File: config.mk
export PLATFORM = sky130hd
export DESIGN_NAME = cas_mf_mux
export DESIGN_NICKNAME = d
export VERILOG_FILES = /design/src/rtl/cas_pkg.sv /design/src/rtl/cas_tx_codes.sv /design/src/rtl/cas_tx_mux.sv /design/src/rtl/cas_rx_align.sv /design/src/rtl/cas_rx_store.sv /design/src/rtl/cas_mf_mux.sv
export SDC_FILE = /design/constraint.sdc
export NUM_CORES = 1
export LEC_CHECK = 0
export BUFFER_PORTS_ARGS = -buffer_cell sky130_fd_sc_hd__clkbuf_2
export CAP_MARGIN = 10
export CORE_UTILIZATION = 56
export CTS_CLUSTER_SIZE = 24
export DETAILED_ROUTE_END_ITERATION = 6
export PLACE_DENSITY = 0.76
export SLEW_MARGIN = 20
export SYNTH_ARGS = -nofsm -noshare
export SYNTH_HDL_FRONTEND = slang
export SYNTH_HIERARCHICAL = 1
export SYNTH_SLANG_ARGS = --single-unit
File: constraint.sdc
create_clock -name clk -period 2.63 [get_ports clk]
set_input_delay 0 -clock clk [delete_from_list [all_inputs] [get_ports clk]]
set_output_delay 0 -clock clk [all_outputs]
set_load 0.1 [all_outputs]
File: src/rtl/cas_pkg.sv
package cas_pkg;
   localparam int MF_LEN  = 16;
   localparam int FN_W    = $clog2(MF_LEN);
   localparam int CODE_W  = 4;
   localparam int SLOT_W  = 2 * CODE_W;
   localparam int HALF    = MF_LEN - 1;
   localparam int N_CH    = 2 * HALF;
   localparam int CH_W    = $clog2(N_CH + 2);

   typedef logic [CODE_W-1:0] abcd_t;
   typedef logic [FN_W-1:0]   fnum_t;
   typedef logic [SLOT_W-1:0] slot_t;

   typedef enum logic [1:0] {
      RX_HUNT    = 2'd0,
      RX_CONFIRM = 2'd1,
      RX_LOCKED  = 2'd2
   } rx_state_e;

   function automatic logic is_align_quartet(input slot_t b);
      return b[SLOT_W-1:CODE_W] == '0;
   endfunction
endpackage

File: src/rtl/cas_tx_codes.sv
module cas_tx_codes
   import cas_pkg::*;
#(
   parameter abcd_t IDLE_CODE = 4'b1101
) (
   input  logic              clk,
   input  logic              rst_n,
   input  logic              wr_en,
   input  logic [CH_W-1:0]   wr_chan,
   input  abcd_t             wr_code,
   input  fnum_t             fn,
   output abcd_t             hi_code,
   output abcd_t             lo_code
);
   abcd_t code_q [1:N_CH];

   for (genvar c = 1; c <= N_CH; c++) begin : g_ch
      always_ff @(posedge clk or negedge rst_n) begin
         if (!rst_n)
            code_q[c] <= IDLE_CODE;
         else if (wr_en && (wr_chan == CH_W'(c)))
            code_q[c] <= wr_code;
      end
   end

   always_comb begin
      hi_code = IDLE_CODE;
      lo_code = IDLE_CODE;
      for (int n = 1; n <= HALF; n++) begin
         if (fn == FN_W'(n)) begin
            hi_code = code_q[n];
            lo_code = code_q[n + HALF];
         end
      end
   end
endmodule

File: src/rtl/cas_tx_mux.sv
module cas_tx_mux
   import cas_pkg::*;
#(
   parameter logic  X_BIT      = 1'b1,
   parameter slot_t SLOT_RESET = 8'hFF
) (
   input  logic   clk,
   input  logic   rst_n,
   input  logic   frame_tick,
   input  logic   align_n,
   input  logic   ccs_mode,
   input  logic   remote_alarm,
   input  slot_t  ccs_byte,
   input  abcd_t  hi_code,
   input  abcd_t  lo_code,
   output fnum_t  fn_next,
   output fnum_t  fn_q,
   output slot_t  ts16_q
);
   slot_t frame0_byte;
   slot_t sig_byte;
   slot_t byte_d;

   assign fn_next     = align_n ? fn_q + 1'b1 : '0;
   assign frame0_byte = {{CODE_W{1'b0}}, X_BIT, remote_alarm, X_BIT, X_BIT};
   assign sig_byte    = {hi_code, lo_code};

   always_comb begin
      if (ccs_mode)
         byte_d = ccs_byte;
      else if (fn_next == '0)
         byte_d = frame0_byte;
      else
         byte_d = sig_byte;
   end

   always_ff @(posedge clk or negedge rst_n) begin
      if (!rst_n) begin
         fn_q   <= FN_W'(MF_LEN - 1);
         ts16_q <= SLOT_RESET;
      end else if (frame_tick) begin
         fn_q   <= fn_next;
         ts16_q <= byte_d;
      end
   end
endmodule

File: src/rtl/cas_rx_align.sv
module cas_rx_align
   import cas_pkg::*;
#(
   parameter int LOCK_HITS   = 2,
   parameter int DROP_MISSES = 2
) (
   input  logic   clk,
   input  logic   rst_n,
   input  logic   frame_tick,
   input  logic   ccs_mode,
   input  slot_t  rx_byte,
   output logic   lock_q,
   output logic   pulse_q,
   output logic   store_en,
   output fnum_t  store_fn
);
   localparam int HIT_W  = $clog2(LOCK_HITS + 1);
   localparam int MISS_W = $clog2(DROP_MISSES + 1);

   rx_state_e         state_q, state_d;
   fnum_t             fn_q, fn_d, nf;
   logic [HIT_W-1:0]  hits_q, hits_d;
   logic [MISS_W-1:0] miss_q, miss_d;
   logic              pulse_d;
   logic              zero_q4;
   int                h_inc, m_inc;

   assign nf      = fn_q + 1'b1;
   assign zero_q4 = is_align_quartet(rx_byte);
   assign h_inc   = int'(hits_q) + 1;
   assign m_inc   = int'(miss_q) + 1;

   always_comb begin
      state_d = state_q;
      fn_d    = nf;
      hits_d  = hits_q;
      miss_d  = miss_q;
      pulse_d = 1'b0;
      unique case (state_q)
         RX_HUNT: begin
            if (zero_q4) begin
               fn_d = '0;
               if (LOCK_HITS == 1) begin
                  state_d = RX_LOCKED;
                  pulse_d = 1'b1;
                  hits_d  = '0;
               end else begin
                  state_d = RX_CONFIRM;
                  hits_d  = HIT_W'(1);
               end
            end
         end
         RX_CONFIRM: begin
            if (nf == '0) begin
               if (!zero_q4) begin
                  state_d = RX_HUNT;
                  hits_d  = '0;
               end else if (h_inc >= LOCK_HITS) begin
                  state_d = RX_LOCKED;
                  hits_d  = '0;
                  miss_d  = '0;
                  pulse_d = 1'b1;
               end else begin
                  hits_d  = HIT_W'(h_inc);
               end
            end
         end
         RX_LOCKED: begin
            if (nf == '0) begin
               if (zero_q4) begin
                  miss_d  = '0;
                  pulse_d = 1'b1;
               end else if (m_inc >= DROP_MISSES) begin
                  state_d = RX_HUNT;
                  miss_d  = '0;
               end else begin
                  miss_d  = MISS_W'(m_inc);
                  pulse_d = 1'b1;
               end
            end
         end
         default: begin
            state_d = RX_HUNT;
            hits_d  = '0;
            miss_d  = '0;
         end
      endcase
   end

   assign store_en = frame_tick && !ccs_mode && (state_q == RX_LOCKED) && (nf != '0);
   assign store_fn = nf;

   always_ff @(posedge clk or negedge rst_n) begin
      if (!rst_n) begin
         state_q <= RX_HUNT;
         fn_q    <= '0;
         hits_q  <= '0;
         miss_q  <= '0;
         pulse_q <= 1'b0;
      end else if (ccs_mode) begin
         state_q <= RX_HUNT;
         hits_q  <= '0;
         miss_q  <= '0;
         pulse_q <= 1'b0;
      end else if (frame_tick) begin
         state_q <= state_d;
         fn_q    <= fn_d;
         hits_q  <= hits_d;
         miss_q  <= miss_d;
         pulse_q <= pulse_d;
      end else begin
         pulse_q <= 1'b0;
      end
   end

   assign lock_q = (state_q == RX_LOCKED);
endmodule

File: src/rtl/cas_rx_store.sv
module cas_rx_store
   import cas_pkg::*;
#(
   parameter abcd_t RESET_CODE = 4'b1111
) (
   input  logic            clk,
   input  logic            rst_n,
   input  logic            store_en,
   input  fnum_t           store_fn,
   input  slot_t           rx_byte,
   input  logic [CH_W-1:0] rd_chan,
   output abcd_t           rd_code
);
   abcd_t code_q [1:N_CH];

   for (genvar c = 1; c <= N_CH; c++) begin : g_ch
      localparam int FSEL = (c <= HALF) ? c : c - HALF;
      abcd_t src;
      if (c <= HALF) begin : g_hi
         assign src = rx_byte[SLOT_W-1:CODE_W];
      end else begin : g_lo
         assign src = rx_byte[CODE_W-1:0];
      end
      always_ff @(posedge clk or negedge rst_n) begin
         if (!rst_n)
            code_q[c] <= RESET_CODE;
         else if (store_en && (store_fn == FN_W'(FSEL)))
            code_q[c] <= src;
      end
   end

   always_comb begin
      rd_code = '0;
      for (int n = 1; n <= N_CH; n++) begin
         if (rd_chan == CH_W'(n))
            rd_code = code_q[n];
      end
   end
endmodule

File: src/rtl/cas_mf_mux.sv
module cas_mf_mux
   import cas_pkg::*;
#(
   parameter int          LOCK_HITS     = 2,
   parameter int          DROP_MISSES   = 2,
   parameter logic [3:0]  TX_IDLE_CODE  = 4'b1101,
   parameter logic [3:0]  RX_RESET_CODE = 4'b1111,
   parameter logic        X_BIT         = 1'b1,
   parameter logic [7:0]  SLOT_RESET    = 8'hFF
) (
   input  logic       clk,
   input  logic       rst_n,
   input  logic       ccs_mode,
   input  logic       frame_tick,
   input  logic       tx_mf_align_n,
   input  logic       tx_remote_alarm,
   input  logic [7:0] tx_ccs_byte,
   input  logic       wr_en,
   input  logic [4:0] wr_chan,
   input  logic [3:0] wr_code,
   output logic [7:0] tx_ts16,
   output logic [3:0] tx_frame_num,
   input  logic [7:0] rx_ts16,
   output logic       rx_mf_lock,
   output logic       rx_mf_pulse,
   input  logic [4:0] rd_chan,
   output logic [3:0] rd_code
);
   if (LOCK_HITS < 1) begin : g_bad_hits
      $error("LOCK_HITS must be at least 1");
   end
   if (DROP_MISSES < 1) begin : g_bad_miss
      $error("DROP_MISSES must be at least 1");
   end
   if (TX_IDLE_CODE == 4'b0000) begin : g_bad_idle
      $error("TX_IDLE_CODE must not mimic the alignment quartet");
   end
   if (SLOT_W != 8 || CH_W != 5 || FN_W != 4) begin : g_bad_fmt
      $error("package format constants do not match the port widths");
   end

   fnum_t tx_fn_next;
   abcd_t tx_hi, tx_lo;
   logic  st_en;
   fnum_t st_fn;

   cas_tx_codes #(
      .IDLE_CODE (TX_IDLE_CODE)
   ) i_tx_codes (
      .clk     (clk),
      .rst_n   (rst_n),
      .wr_en   (wr_en),
      .wr_chan (wr_chan),
      .wr_code (wr_code),
      .fn      (tx_fn_next),
      .hi_code (tx_hi),
      .lo_code (tx_lo)
   );

   cas_tx_mux #(
      .X_BIT      (X_BIT),
      .SLOT_RESET (SLOT_RESET)
   ) i_tx_mux (
      .clk          (clk),
      .rst_n        (rst_n),
      .frame_tick   (frame_tick),
      .align_n      (tx_mf_align_n),
      .ccs_mode     (ccs_mode),
      .remote_alarm (tx_remote_alarm),
      .ccs_byte     (tx_ccs_byte),
      .hi_code      (tx_hi),
      .lo_code      (tx_lo),
      .fn_next      (tx_fn_next),
      .fn_q         (tx_frame_num),
      .ts16_q       (tx_ts16)
   );

   cas_rx_align #(
      .LOCK_HITS   (LOCK_HITS),
      .DROP_MISSES (DROP_MISSES)
   ) i_rx_align (
      .clk        (clk),
      .rst_n      (rst_n),
      .frame_tick (frame_tick),
      .ccs_mode   (ccs_mode),
      .rx_byte    (rx_ts16),
      .lock_q     (rx_mf_lock),
      .pulse_q    (rx_mf_pulse),
      .store_en   (st_en),
      .store_fn   (st_fn)
   );

   cas_rx_store #(
      .RESET_CODE (RX_RESET_CODE)
   ) i_rx_store (
      .clk      (clk),
      .rst_n    (rst_n),
      .store_en (st_en),
      .store_fn (st_fn),
      .rx_byte  (rx_ts16),
      .rd_chan  (rd_chan),
      .rd_code  (rd_code)
   );
endmodule

# Yosys cells after proc, flatten, opt, wreduce, memory -nomap -nowiden
# Cells that the tools add are included.
# W data, S select, Z words.
[word_totals] reg_bits=263
[op_classes] addsub=4 n_lt_le_gt_ge=2 n_eq_ne=102 muxes=99 n_bitwise=1 reduce_logical=59
[op_table] op="$mux W4" n=63
[op_table] op="$eq A5 B5 Y1 const B" n=30
[op_table] op="$eq A5 B4 Y1 const B" n=16
[op_table] op="$eq A4 B4 Y1 const B" n=16
[op_table] op="$ge A32 B3 Y1 const B" n=2
[op_table] op="$logic_and A1 B1 Y1" n=48
[op_table] op="$mux W2" n=22
[op_table] op="$eq A5 B3 Y1 const B" n=8
[op_table] op="$eq A4 B3 Y1 const B" n=8
[op_table] op="$eq A5 B2 Y1 const B" n=4
[op_table] op="$ne A3 B2 Y1 const B" n=6
[op_table] op="$pmux W2 S3" n=3
[op_table] op="$eq A4 B2 Y1 const B" n=4
[op_table] op="$mux W8" n=2
[op_table] op="$logic_not A4 Y1" n=3
[op_table] op="$eq A5 B1 Y1 const B" n=2
[op_table] op="$add A4 B1 Y4 const B" n=2
[op_table] op="$eq A4 B1 Y1 const B" n=2
[op_table] op="$mux W1" n=8
[op_table] op="$reduce_and A7 Y1" n=1
[op_table] op="$add A2 B1 Y3 const B" n=2
[op_table] op="$reduce_and A6 Y1" n=1
[op_table] op="$ne A2 B2 Y1 const B" n=2
[op_table] op="$ne A4 B4 Y1 const B" n=1
[op_table] op="other kinds (11)" n=11

# Longest topological paths before layout
# Gate-level depths: netlist of the first run.
[depth] word_depth=31 ltp_mapped=12 mapped_depth_nobuf=11

# By module
# Netlist of the first run, hierarchy kept.
[modules_own_cells] mod="cas_rx_store" instances=1 cells_each=535 area_each_um2=6409.9
[modules_own_cells] mod="cas_tx_codes" instances=1 cells_each=517 area_each_um2=6137.1
[modules_own_cells] mod="cas_rx_align" instances=1 cells_each=94 area_each_um2=870.8
[modules_own_cells] mod="cas_tx_mux" instances=1 cells_each=71 area_each_um2=718.2

# Worst setup path after synthesis of the first run
# Ideal clock, no wire load.
[synth_path] path_kind="flip-flop to output port" from="reg i_rx_store/code_q[99] in the netlist's numbering" to="out rd_code[3]" arrival_ps=3588 path_slack_ps=-958 stages_incl_launch_ff=7 path_cell_list="dfstp_2 > mux2i_1 > mux4_1 > nor3_1 > o22a_1 > nor4_1 > a211oi_1"
[synth_between] elab_chain_len=25
[synth_rtl] element="start: declaration" line="cas_rx_store.sv:14" text="abcd_t code_q [1:N_CH];"
[synth_rtl] element="start signal: indexed assignment" line="cas_rx_store.sv:28" text="code_q[c] <= src;"
[synth_rtl] element="$mux W4 (25 in series)" line="cas_rx_store.sv:35" text="if (rd_chan == CH_W'(n))"
[synth_rtl] element="end: declaration" line="cas_mf_mux.sv:27" text="output logic [3:0] rd_code"
# Every way passes these cells.

# Final worst setup path of the first run
[layout_path] from="reg i_rx_store/code_q[111] in the netlist's numbering" to="out rd_code[3]"
[layout_between] elab_chain_len=28
[layout_rtl] element="$mux W4 (28 in series)" line="cas_rx_store.sv:35"
# Every way passes these cells.

==> results.json, run 1 <==
{
  "synth-main-ff-cell": "dfstp_2",
  "final_nets": 1347,
  "clock_latency_ns": 0.55,
  "ir_worst_vdd_mv": 0.603,
  "maxCapViolations": 0,
  "slowest_stage": "dfstp_2",
  "diodes": 0,
  "synth_top_area_share": 0.413,
  "synth.area.top_cells": "dfstp_2, mux2_2, dfrtp_1, a21oi_1, mux2i_1",
  "outcome": "finished with violations",
  "leakage_nw": 6.69,
  "synth_cells": 1217,
  "syn_to_final_growth_pct": 16.3,
  "route.met3.wl_um": 2850,
  "cp-start-kind": "register",
  "grt_setup_unrepaired": "yes",
  "period_needed_ns": 2.65,
  "clkPwrFrac": 0.361,
  "top_layer": "met4",
  "worstMarginPinSlew_ns": 0.745,
  "viasPerCell": 6.32,
  "cts_buffers": 28,
  "io_buffer_count": 54,
  "p_sw_w": 0.00342,
  "violations": "setup timing",
  "grt_pass1_vias": 10400,
  "grt_max_degree": 97,
  "antenna_left": 0,
  "wl_met2_um": 16400,
  "clkTransAtPathRegs_ns": 0.07,
  "dieArea_mm2": 0.0259,
  "finalCritPeriodShare": 1.01,
  "ios": 55,
  "root_buffer": "clkbuf_16",
  "yosysUniqueCellTypes": 90,
  "dp_slack_ns": -0.0656,
  "skew_ns": 0.0154,
  "grt_util_all_layers": 0.289,
  "hp-class": "in2async",
  "synth_edf_count": 0,
  "vias": 10400,
  "wirelength_um": 36700,
  "grt_pass1_wl_um": 58900,
  "grt_antenna_before_repair": 0,
  "critPathMaxFanout": 2,
  "firstDrtPassIters": 6,
  "postPlaceCellArea_mm2": 0.0152,
  "path_cells": "mux2i_1 > mux4_2 > nor3_4 > o22a_1 > nor4_1 > a211oi_2 > buf_12",
  "finalInstanceArea_mm2": 0.0164,
  "p_per_area_mw_per_mm2": 714,
  "syn_nets": 1263,
  "drc_errors": 0,
  "yosysTopAreaCell": "dfstp_2",
  "hold_viol": 0,
  "fillCellCount": 1750,
  "clock_path_buffers": 3,
  "p_int_w": 0.00831,
  "core-area_mm2": 0.0245,
  "slew_headroom": 0.503,
  "rows": 57,
  "routedWlPerCell_um": 22.3,
  "start_util": 0.576,
  "wl_met1_um": 16800,
  "drt_iter0_drc": 1073,
  "setup_viol": 1,
  "htree_num_levels": 1,
  "critPathTopFamily": "multiplexers",
  "cts_tree": "done",
  "ys_seq_area_frac": 0.485,
  "switching_share": 0.291,
  "crit_path_max_incr_delay_ns": 0.54,
  "cp_num_buf_inv": 1,
  "required_ns": 2.63,
  "critPathCaptureType": "output pin",
  "drive_above_1_share": 0.535,
  "worstPathArrival_ns": 2.65,
  "seq_power_share": 0.435,
  "max_freq_ghz": 0.378,
  "synthArstFlopShare": 1.00,
  "clock-sinks": 263,
  "combPwrFrac": 0.204,
  "die_y_um": 161,
  "syn_avg_cell_area_um2": 11.6,
  "dp.final_hpwl_um": 25200,
  "finalWorstSetupSlack_ns": -0.0188,
  "synth-seq-cells": 263,
  "place_congestion": 0.942,
  "fin_util": 0.670,
  "drv_slew": 0,
  "grt_overflow_total": 0,
  "synth_area_mm2": 0.0141,
  "power.total_w": 0.0117,
  "die_x_um": 161,
  "synth_warnings": 6,
  "critPathKind": "reg2out"
}
cell type report:
type                    count  area [µm²]  area share
flip-flops and latches    263        6870       0.418
multi-input cells         833        6850       0.417
repair buffers            141        1180      0.0718
clock buffers              34         753      0.0458
well taps                 324         405      0.0247
clock inverters            18         255      0.0155
inverters                  34         128     0.00776
cell usage in the layout (no fill, tap or decap), types with 28 or more instances in the layout:
master / instances
dfrtp_1: 41
buf_4: 58
inv_1: 32
mux2_2: 254
o21ai_0: 51
nand2_1: 48
dfstp_2: 219
nor2_1: 72
a21oi_1: 64
mux2i_1: 34
clkbuf_16: 28
clkbuf_2: 49
timing repair:
| action | CTS | global route |
|---|---|---|
| setup buffers | 0 | 1 |
| hold buffers | 17 | 0 |
| gates resized for setup | 5 | 24 |
| pin swaps | 2 | 5 |
| hold endpoints to repair | 141 | 0 |
| endpoints found under the setup margin | 2 | 23 |
synthesized netlist by cell type, types with 3 or more instances:
cell,n
dfrtp_1,41
a21o_1,6
buf_4,7
mux2_2,254
nand3_1,19
a22oi_1,8
a211oi_1,10
nand2b_1,25
inv_1,32
and3b_1,3
nand4b_1,3
o31ai_1,8
dfstp_2,222
nand3b_1,11
nor2_1,73
nor3b_1,5
o21ai_0,55
o221ai_1,4
o32ai_1,7
nor3_1,19
a311oi_1,5
and2_1,5
nand4_1,4
a31o_1,5
and3_1,7
o31a_1,3
or3_1,8
clkbuf_1,38
a31oi_1,8
mux4_2,4
o21a_1,5
nor2b_1,16
o211ai_1,4
ha_1,9
a21oi_1,68
mux2i_1,34
a22o_1,3
buf_6,9
o22a_1,3
o2111ai_1,4
buf_2,30
o22ai_1,13
nand2_1,48
a221oi_1,7
final timing paths:
check / startpoint / to / slack, ns / cells after the start
worst min register to register: i_rx_store/code_q[40] / i_rx_store/code_q[40] / 0.50 / 2
worst max register to register: i_tx_mux/fn_q[0] / i_tx_mux/ts16_q[5] / 0.09 / 9
worst max-delay path: i_rx_store/code_q[111] / rd_code[3] / -0.02 / 7
worst min-delay path: rst_n / i_tx_codes/code_q[21] / 0.03 / 2
min in group clk: wr_chan[4] / i_tx_codes/code_q[9] / 0.03 / 4
max in group asynchronous: rst_n / i_tx_codes/code_q[40] / 1.66 / 3
cell families (layout without fill, tap and decap cells):
kind of cell | count (synthesis) | in the layout | synth area share
mux | 293 | 293 | 0.235
compound gates | 256 | 256 | 0.122
simple gates | 271 | 271 | 0.106
flops | 263 | 263 | 0.485
fa+ha+maj | 9 | 9 | 0.00797
xor+xnor | 4 | 4 | 0.00248
buf+inv | 121 | 227 | 0.0415
registers in the layout (all words and copies together) (netlist names):
register / count
i_rx_align/fn_q: 4
i_rx_align/hits_q: 2
i_rx_align/miss_q: 2
i_rx_align/pulse_q: 1
i_rx_align/state_q: 2
i_rx_store/code_q: 120
i_tx_codes/code_q: 120
i_tx_mux/fn_q: 4
i_tx_mux/ts16_q: 8
power by group through the flow:
stage | Combinational (W) | Sequential (W) | Clock [W]
after global placement | 0.00223 | 0.00512 | 0
after detailed placement | 0.00229 | 0.00514 | 0
after global routing | 0.00258 | 0.00515 | 0.00447
after CTS | 0.00232 | 0.00509 | 0.00430
after floorplan | 0.00146 | 0.00520 | 0
final | 0.00240 | 0.00510 | 0.00423
through the flow:
step | TNS (ns) | instances | hold slack [ns]
2_1_floorplan | 0 | 1217 | -0.296
3_3_place_gp | -0.0285 | 1577 | 0.0686
3_5_place_dp | -0.0656 | 1577 | 0.0695
4_1_cts | -0.0548 | 1646 | 0.00486
5_1_grt | -0.221 | 1647 | 0.0460
6_report | -0.0188 | 1647 | 0.0289
metal layers:
| layer | vias to the layer above | global-route usage |
|---|---|---|
| met5 | - | 0 |
| met4 | 0 | 0.0763 |
| met3 | 50 | 0.0478 |
| met2 | 458 | 0.424 |
| met1 | 5265 | 0.442 |
| li1 | 4636 | - |
worst register-to-register path, cell delays in order (launching register included):
cell	delay (ns)
dfstp_4	0.67
ha_4	0.17
and2_4	0.24
buf_12	0.18
mux2_2	0.35
a221oi_1	0.25
nor2_1	0.10
nor3_2	0.20
o211ai_1	0.12
a31o_1	0.19
Note: power is estimated with default switching activity, not from simulation.
==> run 2, diff against run 1 <==
ABC_AREA = 1   (was not set)
==> run 2 against run 1 <==
Against the previous run:
- the run still ends with setup timing left
- non-clock buffer count down 23
- synthesized area decreased by 7.7%
- register-to-register slack about the same
- sequential share of layout area is 3.1 points higher
- fmax is 10% lower
- critical path depth up 10
==> results.json, run 2 <==
{
  "outcome": "finished with violations",
  "synth_top_area_share": 0.447,
  "power.total_w": 0.0108,
  "path_cells": "inv_1 > o21ai_1 > inv_1 > nand4_1 > nand2_1 > nand4_1 > nand2_1 > nand4_1 > nor2_1 > nand4_1 > nand2_1 > nand3_2 > nand2_2 > nand4_1 > nor2_2 > nand4_1 > buf_12",
  "clock_latency_ns": 0.55,
  "ios": 55,
  "violations": "setup timing",
  "grt_util_all_layers": 0.299,
  "synth_cells": 1623,
  "antenna_left": 0,
  "finalInstanceArea_mm2": 0.0153,
  "dp.final_hpwl_um": 23900,
  "dieArea_mm2": 0.0239,
  "wl_met1_um": 14300,
  "hold_viol": 0,
  "fillCellCount": 1789,
  "skew_ns": 0.00895,
  "leakage_nw": 6.44,
  "final_cell_mix": "nand2_1, o21ai_0, dfstp_2, inv_1, nor2_1",
  "ys_seq_area_frac": 0.526,
  "grt_pass1_wl_um": 56600,
  "yosysTopAreaCell": "dfstp_2",
  "worstMarginPinSlew_ns": 1.08,
  "synth_warnings": 6,
  "required_ns": 2.63,
  "ir_worst_vdd_mv": 0.574,
  "critPathMaxFanout": 2,
  "multi_input_area_mm2": 0.00559,
  "hp-start": "wr_en",
  "syn_to_final_growth_pct": 17.1,
  "grt_overflow_total": 0,
  "htree_num_levels": 1,
  "drc_errors": 0,
  "syn_nets": 1669,
  "die_y_um": 155,
  "viasPerCell": 5.60,
  "slowest_stage": "dfstp_2",
  "ff_latch_area_mm2": 0.00687,
  "p_per_area_mw_per_mm2": 706,
  "final_nets": 1771,
  "worstPathArrival_ns": 2.95,
  "synthArstFlopShare": 1.00,
  "route.met3.wl_um": 1930,
  "max_freq_ghz": 0.339,
  "routedWlPerCell_um": 17.3,
  "synth_area_mm2": 0.0130,
  "critPathTopFamily": "simple AND/OR/NAND/NOR gates",
  "r2r_start": "i_tx_mux/fn_q[1]",
  "period_needed_ns": 2.95,
  "die_x_um": 155,
  "diodes": 0,
  "setup_viol": 4,
  "synth-seq-cells": 263,
  "rows": 55,
  "cts_buffers": 28,
  "clock-sinks": 263,
  "wl_met2_um": 16800,
  "syn_avg_cell_area_um2": 8.04,
  "grt_setup_unrepaired": "yes",
  "drive_above_1_share": 0.288,
  "vias": 11400,
  "postPlaceCellArea_mm2": 0.0138,
  "core-area_mm2": 0.0227,
  "synth_edf_count": 0,
  "synth.area.top_cells": "dfstp_2, nand2_1, o21ai_0, dfrtp_1, nor2_1",
  "grt_max_degree": 81,
  "cp_num_buf_inv": 3,
  "cp-start-kind": "register",
  "place_congestion": 0.933,
  "cts_tree": "done",
  "yosysUniqueCellTypes": 38,
  "finalWorstSetupSlack_ns": -0.319,
  "maxCapViolations": 0,
  "start_util": 0.574,
  "clkTransAtPathRegs_ns": 0.06,
  "critPathLaunch": "i_rx_store/code_q[93]",
  "synth-main-ff-cell": "dfstp_2",
  "crit_path_max_incr_delay_ns": 0.36,
  "clock_path_buffers": 3,
  "io_buffer_count": 54,
  "path_common_cell": "nand4_1",
  "critPathCaptureType": "output pin",
  "drt_iter0_drc": 881,
  "wirelength_um": 35100,
  "top_regs": "i_rx_store/code_q x120, i_tx_codes/code_q x120, i_tx_mux/ts16_q x8",
  "hp-class": "in2reg",
  "slew_headroom": 0.280,
  "drv_slew": 0,
  "top_layer": "met4",
  "root_buffer": "clkbuf_16",
  "critPathKind": "reg2out",
  "finalCritPeriodShare": 1.12,
  "firstDrtPassIters": 6,
  "grt_pass1_vias": 11100,
  "synthTopCellsByCount": "nand2_1, o21ai_0, dfstp_2",
  "layout_commonest_cell": "nand2_1",
  "grt_antenna_before_repair": 0,
  "synthMostInstantiatedCell": "nand2_1"
}
[run 2: final cells by class]
type | instances | area share
multi-input combinational | 1150 | 0.365
inverter | 164 | 0.0406
timing repair buffer | 118 | 0.0607
tap | 285 | 0.0233
clock inverter | 12 | 0.00680
clock buffer | 39 | 0.0538
sequential | 263 | 0.449
[run 2: per-stage QoR]
step                hold slack (ns)  setup slack [ns]  cells   util  setup TNS [ns]
detailed placement           0.0176            0.0473   1947  0.608               0
floorplan                    -0.296            0.0289   1623      -               0
finish                       0.0185            -0.319   2031  0.673          -0.760
global route                 0.0366            -0.403   2031  0.673           -1.85
global placement             0.0211            0.0651   1947  0.608               0
CTS                         0.00312            -0.293   2026  0.662          -0.644
[run 2: power breakdown]
group	switching, W	leakage, nW	internal [W]
Sequential	0.000318	2.84	0.00474
Clock	0.00162	0.467	0.00228
Combinational	0.00127	3.14	0.000559
Total	0.00321	6.44	0.00757
[run 2: cell families after synthesis]
kind of cell | Yosys count | share of synthesized area
fa+ha+maj | 9 | 0.00863
simple gates | 844 | 0.287
flops | 263 | 0.526
compound gates | 297 | 0.117
buf+inv | 210 | 0.0623
[run 2: worst paths after layout]
kind,end,slack (ns),cells after the start
min reg2reg,i_tx_mux/ts16_q[1],0.48,2
max,rd_code[1],-0.32,17
min in group asynchronous,i_tx_codes/code_q[49],0.05,2
max reg2reg,i_tx_mux/ts16_q[1],0.10,19
max in group asynchronous,i_rx_store/code_q[19],1.73,3
min,i_tx_codes/code_q[31],0.02,5
[run 2: repair_timing]
item	CTS	global route
resized for setup	9	58
pin swaps	2	29
setup buffers	0	5
endpoints found under the hold margin	145	0
hold buffers	28	0
endpoints found under the setup margin	4	36
[run 2: metal layers]
metal | up-vias | global-route usage
met1 | 5340 | 0.383
met5 | - | 0
met3 | 136 | 0.0353
met2 | 463 | 0.492
li1 | 5436 | -
met4 | 0 | 0.172
[run 2: worst reg2reg max path, stage by stage (launching register included)]
cell and delay [ns]:
dfstp_4 0.65, nand3_1 0.10, nand2_1 0.13, nand3_4 0.11, inv_4 0.10, inv_2 0.08, nand2_8 0.11, inv_2 0.07
nand3_1 0.09, nand4_1 0.12, nor2_1 0.11, nand4_1 0.12, nand2_1 0.09, nand4_1 0.13, nand2_1 0.10, nand3_1 0.06
nor2_1 0.09, nand2_1 0.06, o211ai_1 0.07, nand2_1 0.06
==> run 3, diff against run 2 <==
CORE_UTILIZATION = 62   (was 56)
PLACE_DENSITY = 0.8   (was 0.76)
clock period = 2.72 ns   (was 2.63 ns; I/O delays follow)
==> run 3 against run 2 <==
Against the previous run:
- non-clock buffer count increased by 8
- global-route usage increased by 3.0 points
- worst hold slack better by 0.0092 ns
- the run still ends with setup timing left
- core utilization increased by 7.5 points
- register-to-register slack worse by 0.11 ns
- design area about the same
- first-iteration DRC count is 20% higher
- routed wire length grew 0.25%
- critical endpoint is now rd_code[2]
- via count increased by 1.8%
- sequential share of layout area is essentially flat
- largest power group unchanged
==> results.json, run 3 (synthesis gave the netlist of run 2 again) <==
{
  "die_y_um": 147,
  "ir_worst_vdd_mv": 0.518,
  "grt_util_all_layers": 0.329,
  "grt_antenna_before_repair": 0,
  "firstDrtPassIters": 5,
  "r2r_slack_ns": -0.01,
  "worstMarginPinSlew_ns": 1.12,
  "critPathMaxFanout": 2,
  "setup_viol": 5,
  "slew_headroom": 0.252,
  "routedWlPerCell_um": 17.4,
  "viasPerCell": 5.72,
  "cp-start-kind": "register",
  "clock_path_buffers": 3,
  "grt_max_degree": 90,
  "critPathCaptureType": "output pin",
  "place_congestion": 0.937,
  "cts_tree": "done",
  "finalWorstSetupSlack_ns": -0.348,
  "vias": 11600,
  "top_regs": "i_rx_store/code_q x120, i_tx_codes/code_q x120, i_tx_mux/ts16_q x8",
  "final_cell_mix": "nand2_1, o21ai_0, dfstp_2, inv_1, nor2_1",
  "diodes": 0,
  "critPathKind": "reg2out",
  "clock_latency_ns": 0.55,
  "grt_overflow_total": 0,
  "worstPathArrival_ns": 3.07,
  "dp_slack_ns": 0.105,
  "skew_ns": 0.0109,
  "fin_hold_ws_ns": 0.0276,
  "p_per_area_mw_per_mm2": 694,
  "ios": 55,
  "dieArea_mm2": 0.0216,
  "maxCapViolations": 0,
  "drv_slew": 0,
  "start_util": 0.639,
  "syn_to_final_growth_pct": 17.1,
  "violations": "setup timing",
  "layout_commonest_cell": "nand2_1",
  "root_buffer": "clkbuf_16",
  "antenna_left": 0,
  "io_buffer_count": 54,
  "wirelength_um": 35200,
  "drc_errors": 0,
  "hold_viol": 0,
  "finalCritPeriodShare": 1.13,
  "required_ns": 2.72,
  "grt_pass1_vias": 11500,
  "clkTransAtPathRegs_ns": 0.07,
  "hp-class": "in2reg",
  "clock-sinks": 263,
  "critPathLaunch": "i_rx_store/code_q[114]",
  "die_x_um": 147,
  "max_freq_ghz": 0.326,
  "r2r_start": "i_tx_mux/fn_q[0]",
  "cts_buffers": 28,
  "hp-start": "wr_chan[0]",
  "rows": 52,
  "leakage_nw": 6.45,
  "drive_above_1_share": 0.282,
  "grt_pass1_wl_um": 56500,
  "htree_num_levels": 1,
  "final_nets": 1779,
  "period_needed_ns": 3.07,
  "dp.final_hpwl_um": 23300,
  "drt_iter0_drc": 1053,
  "outcome": "finished with violations",
  "grt_setup_unrepaired": "yes",
  "core-area_mm2": 0.0204
}
==> run 3: cell count changes in the layout (fill, tap and decap cells not counted), sizes merged <==
cell | before | now
clkbuf | 88 | 82
inv | 163 | 164
clkinv | 12 | 10
clkinvlp | 0 | 5
buf | 41 | 47
dlygate4sd3 | 28 | 30
bufinv | 1 | 4
==> run 3: final cells by class <==
class	instances	area, µm²
Tap cell	270	338
Sequential cell	263	6860
Inverter	164	618
Timing Repair Buffer	126	993
Clock buffer	33	739
Fill cell	1476	5150
Multi-Input combinational cell	1150	5500
Clock inverter	19	231
==> run 3: critical path, stage by stage, from the launching register on <==
cell and delay, ns:
dfstp_2 0.37, nand4_1 0.09, nand3_1 0.10, nor2_1 0.11
nand4_1 0.14, nand2_1 0.12, nand4_1 0.10, nor2_1 0.13
nand4_1 0.13, nand2_1 0.10, nand4_1 0.13, nor2_1 0.14
nand4_1 0.21, nand2_2 0.16, nand3_2 0.08, nand2_2 0.06
nand4_1 0.14, buf_12 0.21
==> run 3: path summary, 6_finish.rpt <==
| kind | to | cells after the start |
|---|---|---|
| worst min-delay path | i_tx_codes/code_q[28] | 5 |
| worst max-delay path | rd_code[2] | 17 |
| worst min register to register | i_tx_mux/ts16_q[1] | 2 |
| max in group asynchronous | i_tx_codes/code_q[76] | 3 |
| worst max register to register | i_tx_mux/ts16_q[3] | 18 |
| min in group asynchronous | i_tx_codes/code_q[21] | 2 |
==> run 3: metrics by stage <==
stage                      util  instances  instance area (µm²)  total power, W  setup TNS (ns)
after detailed placement  0.675       1932                13800         0.00654               0
after floorplan               -       1623                13000         0.00598               0
after global placement    0.675       1932                13800         0.00647               0
after global routing      0.748       2025                15300          0.0110           -1.50
after CTS                 0.739       2014                15100          0.0106          -0.707
final                     0.748       2025                15300          0.0106          -0.918
==> run 3: routing by layer <==
metal | part of all wire | global-route usage
met2 | 0.50 | 0.568
met1 | 0.39 | 0.406
met5 | 0 | 0
met3 | 0.058 | 0.0385
met4 | 0.049 | 0.173
==> run 3: power breakdown <==
| part | internal [W] | switching, W |
|---|---|---|
| logic | 0.000536 | 0.00122 |
| registers | 0.00458 | 0.000303 |
| clock network | 0.00234 | 0.00162 |
==> run 3: timing repair <==
item	CTS	global route
resized for setup	9	31
pin swaps	2	13
endpoints found under the setup margin	4	12
endpoints found under the hold margin	132	0
setup buffers	0	11
cloned	0	0
hold buffers	30	0
